## src/rtl/cdg_pkg.sv

```systemverilog
package cdg_pkg;

  localparam real TWO_PI = 6.283185307179586;

  // Micro-angle atan(2^-idx) in units of one turn / 2^w, rounded.
  function automatic longint micro_angle(input int idx, input int w);
    real a;
    a = $atan(2.0 ** (-idx)) / TWO_PI * (2.0 ** w);
    return longint'(a);
  endfunction

  // Fixed-point reciprocal of twice the smallest micro-angle, scaled by 2^sh.
  function automatic longint fine_recip(input int m, input int w, input int sh);
    real a;
    a = $atan(2.0 ** (-m)) / TWO_PI * (2.0 ** w);
    return longint'((2.0 ** sh) / (2.0 * a));
  endfunction

endpackage

```

## src/rtl/cdg_octant.sv

```systemverilog
module cdg_octant #(
  parameter int ANG_W  = 10,
  parameter int CALC_W = 20
) (
  input  logic                     clk,
  input  logic                     rst,
  input  logic [ANG_W-1:0]         angle_i,
  output logic                     half_o,
  output logic                     quarter_o,
  output logic signed [CALC_W-1:0] rem_o
);
  localparam int SHIFT = CALC_W - ANG_W;
  localparam logic signed [CALC_W-1:0] EIGHTH = CALC_W'(longint'(1) << (CALC_W - 3));

  logic [2:0]       oct;
  logic [1:0]       quad;
  logic [ANG_W-1:0] diff;
  logic signed [CALC_W-1:0] rem_nx;

  // Round the octant index to the nearest quadrant: octants 7 and 0 map to 0.
  always_comb begin
    oct    = angle_i[ANG_W-1 -: 3];
    quad   = oct[2:1] + {1'b0, oct[0]};
    diff   = angle_i - {quad, {(ANG_W-2){1'b0}}};
    rem_nx = {diff, {SHIFT{1'b0}}};
  end

  always_ff @(posedge clk) begin
    if (rst) begin
      half_o    <= 1'b0;
      quarter_o <= 1'b0;
      rem_o     <= '0;
    end else begin
      half_o    <= quad[1];
      quarter_o <= quad[0];
      rem_o     <= rem_nx;
    end
  end

  logic oct_half, oct_quarter;
  always_comb begin
    oct_half    = oct inside {3'd3, 3'd4, 3'd5, 3'd6};
    oct_quarter = oct inside {3'd1, 3'd2, 3'd5, 3'd6};
  end


  coarse_flag_chk: assert property (@(posedge clk) disable iff (rst)
    1'b1 |=> (half_o == $past(oct_half)) && (quarter_o == $past(oct_quarter)));


  coarse_range_chk: assert property (@(posedge clk) disable iff (rst)
    (rem_o >= -EIGHTH) && (rem_o < EIGHTH));

endmodule

```

## src/rtl/cdg_exact_step.sv

```systemverilog
module cdg_exact_step #(
  parameter int     CALC_W = 20,
  parameter int     M      = 12,
  parameter int     IDX    = 1,
  parameter longint ALPHA  = 1
) (
  input  logic                     clk,
  input  logic                     rst,
  input  logic                     half_i,
  input  logic                     quarter_i,
  input  logic [M-1:0]             dir_i,
  input  logic signed [CALC_W-1:0] rem_i,
  output logic                     half_o,
  output logic                     quarter_o,
  output logic [M-1:0]             dir_o,
  output logic signed [CALC_W-1:0] rem_o
);
  localparam logic signed [CALC_W-1:0] ALPHA_V = CALC_W'(ALPHA);
  localparam logic [CALC_W:0]          TWO_A   = (CALC_W+1)'(2 * ALPHA);

  logic [M-1:0]             dir_nx;
  logic signed [CALC_W-1:0] rem_nx;

  // Non-negative remainder rotates forward (+1), negative rotates back (-1).
  always_comb begin
    dir_nx        = dir_i;
    dir_nx[IDX-1] = ~rem_i[CALC_W-1];
    if (rem_i[CALC_W-1]) rem_nx = rem_i + ALPHA_V;
    else                 rem_nx = rem_i - ALPHA_V;
  end

  always_ff @(posedge clk) begin
    if (rst) begin
      half_o    <= 1'b0;
      quarter_o <= 1'b0;
      dir_o     <= '0;
      rem_o     <= '0;
    end else begin
      half_o    <= half_i;
      quarter_o <= quarter_i;
      dir_o     <= dir_nx;
      rem_o     <= rem_nx;
    end
  end

  logic [CALC_W-1:0] mag_in, mag_out;
  always_comb begin
    mag_in  = rem_i[CALC_W-1] ? CALC_W'(-rem_i) : rem_i;
    mag_out = rem_o[CALC_W-1] ? CALC_W'(-rem_o) : rem_o;
  end

  // a remainder within two micro-angles leaves at most one behind
  exact_shrink_chk: assert property (@(posedge clk) disable iff (rst)
    ({1'b0, mag_in} <= TWO_A) |=> (mag_out <= CALC_W'(ALPHA)));

endmodule

```

## src/rtl/cdg_fine_map.sv

```systemverilog
module cdg_fine_map #(
  parameter int CALC_W = 20,
  parameter int M      = 12,
  parameter int K      = 5
) (
  input  logic                     clk,
  input  logic                     rst,
  input  logic                     half_i,
  input  logic                     quarter_i,
  input  logic [M-1:0]             dir_i,
  input  logic signed [CALC_W-1:0] rem_i,
  output logic                     half_o,
  output logic                     quarter_o,
  output logic [M-1:0]             dir_o
);
  localparam int     J       = M - K + 1;
  localparam int     SH      = CALC_W + 4;
  localparam int     RCP_W   = M + 8;
  localparam int     PW      = CALC_W + RCP_W + 1;
  localparam longint RECIP   = cdg_pkg::fine_recip(M, CALC_W, SH);
  localparam logic signed [PW-1:0] RCP_S = PW'(RECIP);
  localparam logic signed [PW-1:0] OFFS  = PW'(longint'(1) << (J - 1));
  localparam logic signed [PW-1:0] MAXB  = PW'((longint'(1) << J) - 1);

  logic signed [PW-1:0] rem_ext, prod, bsum;
  logic [J-1:0]         bits;
  logic [M-1:0]         dir_nx;

  // bits = floor(rem / (2*alpha_M) + 2^(J-1)), clamped to the J-bit range;
  // bit (M-i) of it selects delta_i for i = K..M.
  always_comb begin
    rem_ext = PW'(rem_i);
    prod    = rem_ext * RCP_S;
    bsum    = (prod >>> SH) + OFFS;
    if (bsum < 0)          bits = '0;
    else if (bsum > MAXB)  bits = '1;
    else                   bits = bsum[J-1:0];
    dir_nx = dir_i;
    for (int i = K; i <= M; i++) dir_nx[i-1] = bits[M-i];
  end

  always_ff @(posedge clk) begin
    if (rst) begin
      half_o    <= 1'b0;
      quarter_o <= 1'b0;
      dir_o     <= '0;
    end else begin
      half_o    <= half_i;
      quarter_o <= quarter_i;
      dir_o     <= dir_nx;
    end
  end


  out_reset_chk: assert property (@(posedge clk)
    (!rst && $past(rst)) |-> (dir_o == '0) && !half_o && !quarter_o);

  // the leading exact direction is never overwritten by the fine map
  fine_keep_chk: assert property (@(posedge clk) disable iff (rst)
    1'b1 |=> dir_o[0] == $past(dir_i[0]));

endmodule

```

## src/rtl/cordic_dir_gen.sv

```systemverilog
module cordic_dir_gen #(
  parameter int ANG_W  = 10,
  parameter int M      = 12,
  parameter int K      = 5,
  parameter int CALC_W = 20
) (
  input  logic             clk,
  input  logic             rst,
  input  logic [ANG_W-1:0] angle_i,
  output logic             half_o,
  output logic             quarter_o,
  output logic [M-1:0]     dir_o
);
  localparam int STAGES = K - 1;

  logic signed [CALC_W-1:0] rem_s     [0:STAGES];
  logic [M-1:0]             dir_s     [0:STAGES];
  logic                     half_s    [0:STAGES];
  logic                     quarter_s [0:STAGES];

  assign dir_s[0] = '0;

  cdg_octant #(
    .ANG_W  (ANG_W),
    .CALC_W (CALC_W)
  ) u_octant (
    .clk       (clk),
    .rst       (rst),
    .angle_i   (angle_i),
    .half_o    (half_s[0]),
    .quarter_o (quarter_s[0]),
    .rem_o     (rem_s[0])
  );

  for (genvar g = 1; g <= STAGES; g++) begin : g_exact
    cdg_exact_step #(
      .CALC_W (CALC_W),
      .M      (M),
      .IDX    (g),
      .ALPHA  (cdg_pkg::micro_angle(g, CALC_W))
    ) u_step (
      .clk       (clk),
      .rst       (rst),
      .half_i    (half_s[g-1]),
      .quarter_i (quarter_s[g-1]),
      .dir_i     (dir_s[g-1]),
      .rem_i     (rem_s[g-1]),
      .half_o    (half_s[g]),
      .quarter_o (quarter_s[g]),
      .dir_o     (dir_s[g]),
      .rem_o     (rem_s[g])
    );
  end

  cdg_fine_map #(
    .CALC_W (CALC_W),
    .M      (M),
    .K      (K)
  ) u_fine (
    .clk       (clk),
    .rst       (rst),
    .half_i    (half_s[STAGES]),
    .quarter_i (quarter_s[STAGES]),
    .dir_i     (dir_s[STAGES]),
    .rem_i     (rem_s[STAGES]),
    .half_o    (half_o),
    .quarter_o (quarter_o),
    .dir_o     (dir_o)
  );

endmodule

```

## config.mk

```make
export PLATFORM = sky130hd
export DESIGN_NAME = cordic_dir_gen
export DESIGN_NICKNAME = d
export VERILOG_FILES = /design/src/rtl/cdg_pkg.sv /design/src/rtl/cdg_octant.sv /design/src/rtl/cdg_exact_step.sv /design/src/rtl/cdg_fine_map.sv /design/src/rtl/cordic_dir_gen.sv
export SDC_FILE = /design/constraint.sdc
export NUM_CORES = 1
export LEC_CHECK = 0
export BUFFER_PORTS_ARGS = -buffer_cell sky130_fd_sc_hd__buf_2
export CAP_MARGIN = 20
export CORE_ASPECT_RATIO = 1.2
export CORE_UTILIZATION = 30
export DETAILED_ROUTE_END_ITERATION = 7
export SLEW_MARGIN = 10
export SYNTH_ARGS = -nofsm -noshare
export SYNTH_HDL_FRONTEND = slang
export SYNTH_HIERARCHICAL = 1
export SYNTH_SLANG_ARGS = --single-unit
```

## constraint.sdc

```tcl
create_clock -name clk -period 25.9 [get_ports clk]
set_clock_uncertainty 0.15 [all_clocks]
set_input_delay 1.295 -clock clk [delete_from_list [all_inputs] [get_ports clk]]
set_output_delay 1.295 -clock clk [all_outputs]
set_load 0.02 [all_outputs]
```

==> results of run 1 <==
-- worst register-to-register path: cells and delay by family (launching register included) --
family                   cells  cell delay [ns]
adder cells (fa/ha/maj)      8             3.23
AND/OR/NAND/NOR             10             1.99
AO/OA/AOI/OAI                4             1.24
buffers and inverters        8             0.91
flip-flops                   1             0.31
-- placed cells by master (no fill, tap or decap), types with 15 or more instances in the layout --
master / instances
sky130_fd_sc_hd__a21oi_1: 85
sky130_fd_sc_hd__ha_1: 210
sky130_fd_sc_hd__clkbuf_16: 17
sky130_fd_sc_hd__nand2_1: 73
sky130_fd_sc_hd__nor2b_1: 55
sky130_fd_sc_hd__o211ai_1: 15
sky130_fd_sc_hd__nor2_1: 104
sky130_fd_sc_hd__nand4_1: 18
sky130_fd_sc_hd__dfxtp_1: 124
sky130_fd_sc_hd__o21ai_0: 32
sky130_fd_sc_hd__nor3_1: 42
sky130_fd_sc_hd__xnor2_1: 38
sky130_fd_sc_hd__inv_1: 310
sky130_fd_sc_hd__fa_1: 140
sky130_fd_sc_hd__buf_2: 24
sky130_fd_sc_hd__a211oi_1: 16
sky130_fd_sc_hd__a21o_1: 35
sky130_fd_sc_hd__nand3_1: 16
sky130_fd_sc_hd__o21a_1: 20
sky130_fd_sc_hd__xor2_1: 25
-- metrics by stage --
step	worst slack [ns]	cell area [µm²]	util	hold WS, ns	cells
6_report	17.96	15700	0.332	0.281	2256
3_3_place_gp	18.14	15100	0.320	0.272	2224
2_1_floorplan	17.68	14400	-	0.264	1624
3_5_place_dp	18.01	15100	0.320	0.274	2224
4_1_cts	17.95	15700	0.332	0.290	2256
5_1_grt	17.56	15700	0.332	0.308	2256
-- sequential cells by signal, indices dropped and copies added (netlist names) --
name / flops
u_octant/rem_o: 10
g_exact.u_step/rem_o: 80
g_exact.u_step/dir_o: 10
u_fine/half_o: 1
g_exact.u_step/quarter_o: 4
g_exact.u_step/half_o: 4
u_fine/dir_o: 12
u_octant/half_o: 1
u_octant/quarter_o: 1
u_fine/quarter_o: 1
-- layer usage --
metal	GRT usage	vias up
li1	-	5377
met1	0.151	5039
met2	0.247	151
met3	0.0176	63
met4	0.0577	0
met5	0	-
-- worst max path at each step --
| stage | end | from | cells past startpoint | slack [ns] |
|---|---|---|---|---|
| CTS | u_fine/dir_o[8]$_SDFF_PP0_ | g_exact[4].u_step/rem_o[19]$_SDFF_PP0_ | 30 | 17.95 |
| detailed placement | u_fine/dir_o[8]$_SDFF_PP0_ | g_exact[4].u_step/rem_o[19]$_SDFF_PP0_ | 30 | 18.01 |
| floorplan | u_fine/dir_o[10]$_SDFF_PP0_ | g_exact[4].u_step/rem_o[19]$_SDFF_PP0_ | 28 | 17.68 |
| finish | u_fine/dir_o[8]$_SDFF_PP0_ | g_exact[4].u_step/rem_o[19]$_SDFF_PP0_ | 30 | 17.96 |
| global route | u_fine/dir_o[9]$_SDFF_PP0_ | g_exact[4].u_step/rem_o[19]$_SDFF_PP0_ | 30 | 17.56 |
| global placement | u_fine/dir_o[10]$_SDFF_PP0_ | g_exact[4].u_step/rem_o[19]$_SDFF_PP0_ | 30 | 18.14 |
-- final cells by class --
| class | instances | area [µm²] |
|---|---|---|
| Timing Repair Buffer | 28 | 150 |
| Inverter | 310 | 1160 |
| Clock inverter | 14 | 126 |
| Sequential cell | 124 | 2480 |
| Clock buffer | 18 | 439 |
| Tap cell | 623 | 779 |
| Fill cell | 4854 | 31500 |
| Multi-Input combinational cell | 1139 | 10500 |
==> out/results.txt, run 1 <==
The first global-routing pass estimated 53000 µm of wire. The worst stage delay on the critical path was 0.52 ns. The logs give 0.0488 mm² for the floorplan die area and 370 for the number of design-rule violations left by the first detailed-router iteration. The setup slack of the most critical reg-to-reg path was 17.96 ns; the detailed-route wire length per cell was 14.0 µm. The destination of the worst hold path is g_exact[2].u_step/rem_o[0]$_SDFF_PP0_.

Data on the critical path arrives at its endpoint at 8.14 ns. In this run the critical register-to-register path is captured at u_fine/dir_o[8]$_SDFF_PP0_. TritonCTS built the clock tree. The max-cap check violation count was 0; the number of cell rows was 87. Pin placement for this block handled 26 I/O pins. The tools report the worst slew slack as a fraction of its limit as 0.373.

The total met3 wirelength after detailed routing was 601 µm; the count of final setup violators was 0. The number of cells on the worst hold path was 1. The data required time at the worst endpoint was 26.10 ns; the aggregate global-route resource usage was 0.133. In this run the remaining antenna-violating nets after routing total 0. The critical path class was reg2reg. For the worst flop-to-flop path, the logic depth is 30. The logs give 0 for the number of gates resized after CTS and 0 for the number of design rule violations left after detail routing. The mean instance size in the synthesized netlist is 8.91 µm², and the diode insertion count for antenna repair is 0. Clock-pin slew was measured on the worst setup and hold paths at 0.07 ns.

In this run the worst path has a maximum fanout of 24. The most numerous cell type found on the critical path is sky130_fd_sc_hd__inv_1. Number of global-route vias before repair: 10900.

STA classifies the critical path startpoint as a flip-flop. In this run the tool buffered the top-level ports with 25 buffer cells. The number of antenna violations at the first check in global routing is 0.

The total routed wire length on the met1 layer is 13500 µm. The maximum number of pins on one net before global-route repair is 94, and the clock buffer count from CTS is 17. Placed wire-length estimate: 26400 µm. The clock passes through at most 2 buffers.

The yosys synthesis warning count is 6. The post-layout minimum cycle time came out at 7.94 ns. The synthesized netlist occupies a cell area of 0.0144 mm². The actual transition at the worst max-transition pin was 0.940 ns; the latest clock arrival within the worst-skew pair was 0.43 ns. Setup repair after global routing left no endpoint under its margin. The fmax is 126 MHz. The wire length on met2 is 16500 µm. The total negative slack for setup checks was 0 ns. In the final design database the tool counted 1982 nets. The gate count of the mapped netlist was 1615. The slowest stage of the critical path belongs to the cell sky130_fd_sc_hd__fa_1. The total via count in the routed design came out at 10600. The uppermost metal layer occupied by signal nets was met4. From synthesis to final layout, the design area changed by 8.91%. Clock tree synthesis found a total of 124 sinks. The logs give 4 for the maximum level of the CTS H-tree and 0 for the number of pins with negative max-slew slack in the final report. Floorplan die width: 202 µm. Initial cell density of the core: 0.305. Summed over all layers, the routed wires come to 31700 µm. The worst register-to-register path begins at g_exact[4].u_step/rem_o[19]$_SDFF_PP0_. After detailed routing, the number of vias per cell comes to 4.71.

Broken down by cell family, the worst path's largest delay share belongs to adder cells. The tools report the final hold violation count as 0. The cell at the root of the clock tree is sky130_fd_sc_hd__clkbuf_16. The core area came out at 0.0471 mm².

The period utilization is 0.307. The run finished with clean final reports. Together, buffers and inverters on the worst path number 8.

For this design, the CTS-stage hold fixing added 0 buffers. The category of the worst setup path capture point was a flip-flop. The congestion estimate from routability-driven global placement came to 0.896. Hold path startpoint: g_exact[1].u_step/rem_o[0]$_SDFF_PP0_. The total overflow left after global routing is 0. The vertical die dimension is 242 µm. The ratio of cells with drive above 1 in the final layout works out to 0.0729. The number of buffers inserted to repair setup after CTS is 0.

The pre-antenna-repair detailed-routing pass consisted of 5 iterations. The classification of the worst-slack hold path is reg2reg.
Power of run 1 is not shown: default switching activity piles up to over one toggle a cycle in this logic, so the estimate is an artifact.
==> run 2: changes to the inputs <==
--- a/config.mk
+++ b/config.mk
@@ -5,6 +5,7 @@
 export SDC_FILE = /design/constraint.sdc
 export NUM_CORES = 1
 export LEC_CHECK = 0
+export ABC_AREA = 1
 export BUFFER_PORTS_ARGS = -buffer_cell sky130_fd_sc_hd__buf_2
 export CAP_MARGIN = 20
 export CORE_ASPECT_RATIO = 1.2
==> constraint.sdc (replaced) <==
create_clock -name clk -period 6.45 [get_ports clk]
set_clock_uncertainty 0.15 [all_clocks]
set_input_delay 0.3225 -clock clk [delete_from_list [all_inputs] [get_ports clk]]
set_output_delay 0.3225 -clock clk [all_outputs]
set_load 0.02 [all_outputs]
==> out/results.txt, run 2 <==
The tools report the final hold violation count as 0 (unchanged). Leaving out fill and tap cells, the most frequent cells in the layout are 549 x sky130_fd_sc_hd__inv_1, 503 x sky130_fd_sc_hd__nand2_1, 204 x sky130_fd_sc_hd__ha_1. The latest clock arrival within the worst-skew pair came out at 0.45 ns (+0.02 ns).

The final-stage net count was 2641 (+33%). The period utilization came out at 0.949 (+0.643). The number of global-route vias before repair is 13100 (+20%). The run gives 0.0615 ns (-0.220 ns) as the hold slack. The max-cap check violation count is 0 (unchanged), and the number of input and output port buffers inserted is 25 (unchanged). Count of final setup violators: 0 (unchanged). The critical-path maximum fanout is 8 (-67%).

The initial cell density of the core was 0.303 (-0.00193); the floorplan die area was 0.0527 mm² (+7.9%). The post-layout minimum cycle time was 6.12 ns (-1.82 ns). The largest registers in the layout are g_exact.u_step/rem_o x80, u_fine/dir_o x12. The worst stage delay on the critical path works out to 0.56 ns (+0.04 ns). The wire length of the first global-routing pass was 59500 µm (+12%); the number of cell rows was 91 (+4.6%). The tools report the clock buffer count from CTS as 17 (unchanged). The combined area of all synthesized cells is 0.0155 mm² (+8.0%). The maximum number of pins on one net before global-route repair was 50 (-47%); the total via count in the routed design was 12700 (+19%). The flip-flop count of the largest register, all copies and words added is 80 (unchanged), and the detailed-route wire length per cell is 11.9 µm (-15%). The clock sink total is 124 (unchanged), and the vertical die dimension is 251 µm (+3.9%). Floorplan die width: 210 µm (+3.9%).

TritonCTS built the clock tree. Gate count of the mapped netlist: 2206 (+37%). The library cell appearing most often on the critical path was sky130_fd_sc_hd__inv_1.

The ratio of cells with drive above 1 in the final layout works out to 0.115 (+0.0419). The tools report the total iterations of the first detailed-routing run as 5 (unchanged). The vias per cell works out to 4.30 (-8.7%). The critical path arrival was 6.32 ns (-1.82 ns); the number of design-rule violations left by the first detailed-router iteration was 350 (-5.4%).

The routability congestion estimate from global placement was 0.898 (+0.26%); the core area was 0.0512 mm² (+8.7%). The tools report the instance area after placement as 0.0165 mm² (+8.9%). More flip-flops sit in one register than any other, and that register is g_exact.u_step/rem_o.

The post-layout worst setup margin is 0.327 ns (-17.63 ns), and the number of design rule violations left after detail routing is 0 (unchanged). The clock input transition at the sequential cells of the worst setup and hold paths came out at 0.05 ns (-0.02 ns). The slowest stage of the critical path is the sky130_fd_sc_hd__fa_1 cell. The run gives 0.557 (+0.183) as the worst slew slack as a fraction of its limit. STA classifies the critical path startpoint as a flip-flop. The total negative slack for setup checks is 0 ns (unchanged). The run gives 163 MHz (+30%) as the fmax. The final instance area was 0.0174 mm² (+11%). The tools report the post-place setup slack as 0.171 ns (-17.84 ns). The logs give 29900 µm (+13%) for the placed wire-length estimate and 35100 µm (+11%) for the total wire length. Remaining number of nets flagged by the antenna check after routing: 0 (unchanged). The number of pins with negative max-slew slack in the final report was 0 (unchanged); the mean instance size in the synthesized netlist was 7.04 µm² (-21%). For the number of buffers between clock root and the deepest sink, the log shows 2 (unchanged).

The tools report the category of the worst setup path capture point as a flip-flop. The logs give 26 (unchanged) for the total I/O pin count and 0 (unchanged) for the diode insertion count for antenna repair. The number of antenna violations at the first check in global routing is 0 (unchanged). Maximum level of the CTS H-tree: 4 (unchanged). The global route total overflow came out at 0 (unchanged). Critical path class: reg2reg. The aggregate global-route resource usage came out at 0.142 (+0.00856). Cell at the root of the clock tree: sky130_fd_sc_hd__clkbuf_16. Leaving out fill and tap cells, the most frequent cell in the layout is sky130_fd_sc_hd__inv_1.

The flow ran to the end, and the final reports show no timing, DRC or antenna violations. The actual transition at the worst max-transition pin was 0.665 ns (-0.275 ns). The worst hold path belongs to the class in2reg.

The tools report the yosys synthesis warning count as 6 (unchanged). Data required time at the worst endpoint: 6.65 ns (-19.45 ns). The area added between synthesis and finish was 12.2%.
==> run 2: metrics by stage <==
stage / utilization / cells
2_1_floorplan: - / 2215
6_report: 0.340 / 2943
5_1_grt: 0.340 / 2943
3_5_place_dp: 0.321 / 2880
4_1_cts: 0.334 / 2921
3_3_place_gp: 0.321 / 2880
==> run 2: area by class of cell <==
type | count | area (µm²)
fillers | 5551 | 33800
flip-flops and latches | 124 | 2510
repair buffers | 69 | 478
inverters | 589 | 2240
clock inverters | 11 | 106
clock buffers | 21 | 460
well taps | 651 | 815
multi-input cells | 1478 | 10800
==> run 2: worst paths after layout <==
path	endpoint	cells past startpoint	start	slack, ns
worst max register to register	u_fine/dir_o[7]$_SDFF_PP0_	32	g_exact[4].u_step/rem_o[15]$_SDFF_PP0_	0.33
worst max-delay path	u_fine/dir_o[7]$_SDFF_PP0_	32	g_exact[4].u_step/rem_o[15]$_SDFF_PP0_	0.33
worst min register to register	u_fine/dir_o[3]$_SDFF_PP0_	2	g_exact[4].u_step/dir_o[3]$_SDFF_PP0_	0.25
worst min-delay path	u_octant/rem_o[18]$_SDFF_PP0_	4	angle_i[8]	0.06
==> run 2: critical path: cells and delay by family (launching register included) <==
kind | cells | cell delay [ns]
fa+ha+maj | 8 | 3.39
simple gates | 14 | 1.39
buf+inv | 9 | 0.54
flops | 1 | 0.37
compound gates | 1 | 0.18
==> run 2: routing by layer <==
layer,global-route usage,routed length [µm],up-vias
met1,0.140,13800,5721
met5,0,0,-
met4,0.0613,1190,0
met2,0.286,19400,140
met3,0.0234,697,70
li1,-,-,6724
==> run 2: what timing repair did <==
| action | CTS | global route |
|---|---|---|
| hold buffers | 9 | 0 |
| endpoints found under the hold margin | 9 | 0 |
| gates resized for setup | 0 | 53 |
| setup buffers | 0 | 22 |
| endpoints found under the setup margin | 0 | 8 |
Power of run 2 is left out for the same reason.
